==> src/rtl/i2c_arb_monitor.sv <==
module i2c_arb_monitor (
  input  logic       clk,
  input  logic       rst_n,
  input  logic       sda_in,
  input  logic       scl_in,
  input  logic       sda_drive_hi,
  input  logic [1:0] bit_phase,
  input  logic       master_mode,
  input  logic       req_start,
  input  logic       req_rstart,
  input  logic       req_stop,
  input  logic       arb_clr,
  output logic       arb_lost,
  output logic       bus_release,
  output logic [2:0] loss_cause,
  output logic       bus_busy,
  output logic       bus_owner
);

  localparam logic [1:0] PH_TX  = 2'b01;
  localparam logic [1:0] PH_ACK = 2'b10;

  localparam logic [2:0] C_NONE   = 3'd0;
  localparam logic [2:0] C_TX     = 3'd1;
  localparam logic [2:0] C_ACK    = 3'd2;
  localparam logic [2:0] C_START  = 3'd3;
  localparam logic [2:0] C_RS_SLV = 3'd4;
  localparam logic [2:0] C_RS_OWN = 3'd5;
  localparam logic [2:0] C_STOP   = 3'd6;

  logic sda_m, sda_s, sda_q;
  logic scl_m, scl_s, scl_q;
  logic stop_asked;
  logic [2:0] cause_next;

  always_ff @(posedge clk or negedge rst_n) begin
    if (!rst_n) begin
      sda_m <= 1'b1; sda_s <= 1'b1; sda_q <= 1'b1;
      scl_m <= 1'b1; scl_s <= 1'b1; scl_q <= 1'b1;
    end else begin
      sda_m <= sda_in; sda_s <= sda_m; sda_q <= sda_s;
      scl_m <= scl_in; scl_s <= scl_m; scl_q <= scl_s;
    end
  end

  wire start_det = scl_s & scl_q & sda_q & ~sda_s;
  wire stop_det  = scl_s & scl_q & ~sda_q & sda_s;
  wire scl_rise  = scl_s & ~scl_q;
  wire sda_clash = master_mode & scl_rise & sda_drive_hi & ~sda_s;

  always_comb begin
    cause_next = C_NONE;
    if (sda_clash && bit_phase == PH_TX)           cause_next = C_TX;
    else if (sda_clash && bit_phase == PH_ACK)     cause_next = C_ACK;
    else if (req_start && master_mode && bus_busy) cause_next = C_START;
    else if (req_rstart && !master_mode)           cause_next = C_RS_SLV;
    else if (req_rstart && !bus_owner)             cause_next = C_RS_OWN;
    else if (stop_det && bus_owner && !stop_asked) cause_next = C_STOP;
  end

  wire new_loss = !arb_lost && (cause_next != C_NONE);

  always_ff @(posedge clk or negedge rst_n) begin
    if (!rst_n) begin
      arb_lost   <= 1'b0;
      loss_cause <= C_NONE;
    end else if (new_loss) begin
      arb_lost   <= 1'b1;
      loss_cause <= cause_next;
    end else if (arb_clr) begin
      arb_lost   <= 1'b0;
      loss_cause <= C_NONE;
    end
  end

  always_ff @(posedge clk or negedge rst_n) begin
    if (!rst_n) begin
      bus_busy   <= 1'b0;
      bus_owner  <= 1'b0;
      stop_asked <= 1'b0;
    end else begin
      if (start_det)     bus_busy <= 1'b1;
      else if (stop_det) bus_busy <= 1'b0;

      if (new_loss || stop_det)
        bus_owner <= 1'b0;
      else if (req_start && master_mode && !bus_busy && !arb_lost)
        bus_owner <= 1'b1;

      if (new_loss || stop_det)
        stop_asked <= 1'b0;
      else if (req_stop && bus_owner)
        stop_asked <= 1'b1;
    end
  end

  assign bus_release = arb_lost;

  AST_BUSY_ON_START: assert property (@(posedge clk) disable iff (!rst_n)
    start_det |=> bus_busy);
  AST_STICKY_LOST: assert property (@(posedge clk) disable iff (!rst_n)
    (arb_lost && !arb_clr) |=> arb_lost);
  AST_CAUSE_SET: assert property (@(posedge clk) disable iff (!rst_n)
    arb_lost |-> (loss_cause != C_NONE));
  AST_OWNER_DROPPED: assert property (@(posedge clk) disable iff (!rst_n)
    arb_lost |-> !bus_owner);
  AST_CAUSE_HELD: assert property (@(posedge clk) disable iff (!rst_n)
    (arb_lost && !arb_clr) |=> $stable(loss_cause));
  AST_NO_RETRY: assert property (@(posedge clk) disable iff (!rst_n)
    (arb_lost && req_start) |=> !bus_owner);

endmodule

==> config.mk <==
export PLATFORM = sky130hd
export DESIGN_NAME = i2c_arb_monitor
export DESIGN_NICKNAME = d
export VERILOG_FILES = /design/src/rtl/i2c_arb_monitor.sv
export SDC_FILE = /design/constraint.sdc
export NUM_CORES = 1
export LEC_CHECK = 0
export ABC_AREA = 1
export BUFFER_PORTS_ARGS = -buffer_cell sky130_fd_sc_hd__buf_2
export CAP_MARGIN = 30
export CORE_MARGIN = 2
export CORE_UTILIZATION = 35
export CTS_CLUSTER_SIZE = 20
export DETAILED_ROUTE_END_ITERATION = 7
export HOLD_SLACK_MARGIN = 0.12
export SLEW_MARGIN = 30
export SYNTH_ARGS = -nofsm -noshare
export SYNTH_HDL_FRONTEND = slang
export SYNTH_SLANG_ARGS = --single-unit
==> constraint.sdc <==
create_clock -name clk -period 1.6 [get_ports clk]
set_input_delay 0.16 -clock clk [delete_from_list [all_inputs] [get_ports clk]]
set_output_delay 0.16 -clock clk [all_outputs]
set_load 0.02 [all_outputs]
After elaboration in Yosys (flattened, before gate mapping)
Index checks and enable logic that the tools add are counted.

word-level totals
  memories kept = 0
  bits in writable memories = 0
  word-level logic and storage cells = 64
  input bits = 12
  bits in registers = 13
  latch bits = 0
  output and inout bits = 7
  ROM bits = 0

operators by class
  reductions and logical operators = 23
  magnitude comparators = 0
  $add $sub $neg = 0
  multiply operators = 0
  mux-type cells = 16
  div/mod/pow operators = 0
  shift operators = 0
  bitwise gates (word level) = 12
  equality and inequality tests = 2

operator list
  cell                  number
  $mux W3               8
  $logic_and A1 B1 Y1   12
  $and A1 B1 Y1         9
  $mux W1               8
  $reduce_bool A2 Y1    4
  $logic_not A1 Y1      5
  $not A1 Y1            3
  $reduce_bool A3 Y1    1
  $eq A2 B1 Y1 const B  1
  $eq A2 B2 Y1 const B  1
  $logic_or A1 B1 Y1    1

Logic depth before layout (Yosys ltp)
  depth after elaboration = 15
  mapped depth = 9
  depth with buffers taken out = 9

Least setup slack after synthesis
OpenSTA, ideal clock, no wires.

  path kind = reg-to-reg
  from = register scl_s
  to = register arb_lost
  arrival = 1,197 ps
  path buffers = 0
  period minus slack after synthesis = 1,329 ps
  slack = 271 ps
  data required time = 1,468 ps
  library setup time = 132 ps
  stages on the path, launching flop included = 8
  cells stage by stage = dfstp_2 -> inv_1 -> nor2_1 -> nand3_2 -> nand2_2 -> nand3_2 -> o21bai_4 -> o21ai_0

on the way
  word-level cells in the longest chain between the ends = 14
  elaborated cells between the ends (all ways) = 21
  classes of those cells = 7 x mux; 7 x bitwise; 7 x reduce/logical

ends and longest elaborated chain
  item                                                  RTL line  text
  start: declaration                                    32        logic scl_m, scl_s, scl_q;
  start signal: assignment                              42        scl_m <= scl_in; scl_s <= scl_m; scl_q <= scl_s;
  $and A1 B1 Y1 (3 in series)                           47        wire stop_det = scl_s & scl_q & ~sda_q & sda_s;
  $logic_and A1 B1 Y1 (2 in series)                     58        else if (stop_det && bus_owner && !stop_asked) cause_next = C_STOP;
  $mux W3                                               58
  $mux W3                                               57        else if (req_rstart && !bus_owner) cause_next = C_RS_OWN;
  $mux W3                                               56        else if (req_rstart && !master_mode) cause_next = C_RS_SLV;
  $mux W3                                               55        else if (req_start && master_mode && bus_busy) cause_next = C_START;
  $mux W3                                               54        else if (sda_clash && bit_phase == PH_ACK) cause_next = C_ACK;
  $mux W3 *                                             53        if (sda_clash && bit_phase == PH_TX) cause_next = C_TX;
  $reduce_bool A3 Y1 *                                  61        wire new_loss = !arb_lost && (cause_next != C_NONE);
  $logic_and A1 B1 Y1 *                                 61
  $mux W1 / $reduce_bool A2 Y1 (equally long branches)  n/a
  end signal: assignment                                65        arb_lost <= 1'b0;
  end signal: assignment                                68        arb_lost <= 1'b1;
  end signal: assignment                                71        arb_lost <= 1'b0;
  end: declaration                                      13        output logic arb_lost,

Mark *: on every way between the ends. The rest lies on a longest branch, timed or not.
A chain may end at the register's enable or synchronous reset.

Final worst setup path
  from = register scl_s
  to = register loss_cause[0]

on the way
  word-level cells in the longest chain between the ends = 14
  elaborated cells between the ends (all ways) = 21
  classes of those cells = 7 x mux; 7 x bitwise; 7 x reduce/logical

ends and longest elaborated chain
  item                                                  RTL line  text
  $and A1 B1 Y1 (3 in series)                           47
  $logic_and A1 B1 Y1 (2 in series)                     58
  $mux W3                                               58
  $mux W3                                               57
  $mux W3                                               56
  $mux W3                                               55
  $mux W3                                               54
  $mux W3 *                                             53
  $reduce_bool A3 Y1                                    61
  $logic_and A1 B1 Y1                                   61
  $mux W3 / $reduce_bool A2 Y1 (equally long branches)  n/a
  end signal: assignment                                69        loss_cause <= cause_next;
  end: declaration                                      15        output logic [2:0] loss_cause,

Marked as above.

==> impl_metrics.csv <==
group,metric,value,unit
status,outcome,"finished, final reports clean",
die,initial_utilization,38.7,%
timing,rsz0062_at_grt,"no",
global_routing,overflow,0,
timing,finalWorstSetupSlack,0.158,ns
critical_path,crit_top_cell,"nand3_1",
timing,timing.final.crit_share,90.1,%
synthesis,ys_ff_latch,13,
critical_path,path_cells,"nand2_1 > nor2_2 > nand3_1 > nand3_1 > o21bai_4 > nand3_1 > nand2_1",
hold_path,hold_class,"in2reg",
die,placementRows,14,
power_and_ir_drop,leakage,0.409,nW
finish,layout_commonest_cell,"buf_2",
finish,insertedDiodeCount,0,
placed_design,place.gp.congestion,0.775,
power_and_ir_drop,p_int,628,uW
finish,fillers,150,
synthesis,syn_avg_cell_area,9.14,sq um
global_routing,grtUsageTotal,14.8,%
critical_path,crit_fanout,5,
clock_network,cts_tree,"yes",
die,die_h,45.5,microns
placed_design,dp_hpwl,888,microns
power_and_ir_drop,ir_worst_vdd,0.000764,V
clock_network,clk_pin_slew,0.08,ns
critical_path,worst-path-buf-inv,0,
clock_network,numClockSinks,13,
route,drc,0,
route,antenna_left,0,
timing,fmax,0.693,GHz
placed_design,dp_slack,0.130,ns
die,die_area,2070,sq um
die,coreArea,1560,sq um
clock_network,clk_latency,0.28,ns
timing,tightest_slew,0.289,ns
finish,drive_gt1_share,41.8,%
finish,fin_nets,104,
global_routing,grt_max_degree,14,
power_and_ir_drop,comb_power_share,34.8,%
synthesis,syn_nets,78,
power_and_ir_drop,p_clk_share,20.1,%
route,dr_total_vias,500,
timing,fin_worst_skew,0.00536,ns
critical_path,cp-start-kind,"flip-flop",
global_routing,grt_pass1_wl,2.17,mm
power_and_ir_drop,sequentialPowerShare,45.1,%
synthesis,netlist_instances,66,
clock_network,clock_path_buffers,2,
clock_network,htreeDepth,1,
finish,area_growth,29.7,%
route,vias_per_cell,4.67,
synthesis,yosys_warnings,0,
synthesis,synth_area,603,sq um
finish,fin_area,782,sq um
route,wl,1.21,mm
timing,slew_headroom,80.8,%
route,wl_per_cell,11.3,microns
global_routing,antenna_found_initial,0,
finish,fin_util,50.2,%
critical_path,worstPathRequired,1.77,ns
synthesis,yosysSeqAreaShare,55.2,%
route,first_iter_violations,10,
timing,finalHoldViolCount,0,
timing,setup-violations-final,0,
finish,layout_common_cells,"18 x buf_2, 10 x nand2_1, 9 x inv_1",
timing,fin_crit,1.44,ns
die,ios,19,
placed_design,port-buffer-count,18,
timing,tns,0,ns
critical_path,cp_top_family,"simple AND/OR/NAND/NOR gates",
critical_path,cp.arrival,1.61,ns
global_routing,grt_pass1_vias,531,
run,drv_cap,0,
clock_network,cts_root_buf,"clkbuf_4",
clock_network,post_cts_buffers,0,
timing,slew_violations,0,
route,dr.pass1.iters,3,
critical_path,critPathKind,"reg2reg",
power_and_ir_drop,switchingPower,385,uW
critical_path,critPathMaxStageDelay,0.56,ns
clock_network,cts_made_buffers,3,
critical_path,endpoint_kind,"flip-flop",
power_and_ir_drop,powerDensity,1290,nW/um^2
die,die_w,45.5,microns
power_and_ir_drop,swShare,38.0,%
synthesis,synth_cell_types,16,
critical_path,cpMaxStageDelayCell,"dfstp_2",
placed_design,placed_cell_area,706,sq um
cell usage after synthesis:
| library cell | instances | share of area, % |
|---|---|---|
| nand2_1 | 10 | 6.2 |
| inv_1 | 9 | 5.6 |
| nor2_1 | 9 | 5.6 |
| dfrtp_1 | 7 | 29 |
| nand3_1 | 7 | 5.8 |
| dfstp_2 | 6 | 26 |
| a21oi_1 | 5 | 4.1 |
| nand2_2 | 3 | 3.1 |
| nand3_2 | 2 | 3.3 |
| nand4_1 | 2 | 2.1 |
| buf_4 | 1 | 1.2 |
| nor2_4 | 1 | 1.9 |
| nor3_1 | 1 | 0.83 |
| o21ai_0 | 1 | 0.83 |
| o21bai_4 | 1 | 3.1 |
| or2_0 | 1 | 1.0 |
per-layer routing:
layer / routed length [microns] / part of all wire [%] / up-vias / track usage (%)
li1: - / - / 261 / -
met1: 569 / 47 / 226 / 18.7
met2: 578 / 48 / 11 / 23.7
met3: 43 / 3.6 / 2 / 4.76
met4: 14 / 1.2 / 0 / 5.29
met5: 0 / 0 / - / 0
power groups by stage:
stage                     sequential (mW)  combinational [mW]  clock, mW
after floorplan                     0.517               0.185          0
after global placement              0.460               0.342          0
after detailed placement            0.461               0.343          0
after CTS                           0.458               0.350      0.214
after global routing                0.470               0.393      0.224
final                               0.456               0.353      0.204
registers in the layout (all words and copies together) (netlist names):
| name | cells |
|---|---|
| stop_asked | 1 |
| scl_s | 1 |
| sda_s | 1 |
| sda_q | 1 |
| scl_m | 1 |
| bus_owner | 1 |
| arb_lost | 1 |
| loss_cause | 3 |
| scl_q | 1 |
| bus_busy | 1 |
| sda_m | 1 |
cells by family (layout without fill, tap and decap cells):
| kind of cell | Yosys count | after routing | synth area share [%] |
|---|---|---|---|
| AND/OR/NAND/NOR | 36 | 36 | 29.9 |
| flip-flops | 13 | 13 | 55.2 |
| buffers and inverters | 10 | 35 | 6.85 |
| AO/OA/AOI/OAI | 7 | 7 | 8.09 |
area by class of cell:
type | count | area (sq um) | area share, %
Inverter | 9 | 33.8 | 4.32
Clock buffer | 3 | 22.5 | 2.88
Timing Repair Buffer | 22 | 130 | 16.6
Sequential cell | 13 | 333 | 42.6
Clock inverter | 1 | 5.00 | 0.640
Tap cell | 16 | 20.0 | 2.56
Multi-Input combinational cell | 43 | 238 | 30.4
path summary, 6_finish.rpt:
path / from / endpoint / slack (ns) / cells after the start
setup / recovery: scl_s / loss_cause[0] / 0.16 / 7
hold / removal: req_stop / stop_asked / 0.14 / 3
setup reg to reg: scl_s / loss_cause[0] / 0.16 / 7
hold reg to reg: sda_m / sda_s / 0.36 / 0
max in group asynchronous: rst_n / sda_s / 1.04 / 2
min in group asynchronous: rst_n / stop_asked / 0.28 / 2
worst reg2reg max path: cells and delay by family (launching register included):
| kind | cells | cell delay, ns |
|---|---|---|
| AO/OA/AOI/OAI | 1 | 0.11 |
| flip-flops | 1 | 0.56 |
| AND/OR/NAND/NOR | 6 | 0.66 |
stage by stage:
step,power [mW],std cells,hold slack (ns)
2_1_floorplan,0.702,66,-0.136
3_3_place_gp,0.802,99,0.0610
3_5_place_dp,0.804,99,0.0632
4_1_cts,1.02,107,0.124
5_1_grt,1.09,107,0.132
6_report,1.01,107,0.141
what timing repair did:
| item | 4_1_cts | 5_1_grt |
|---|---|---|
| gates resized for setup | 0 | 3 |
| endpoints found under the setup margin | 0 | 5 |
| hold endpoints to repair | 16 | 0 |
| hold buffers | 4 | 0 |
Power figures use the tool's default switching activity.
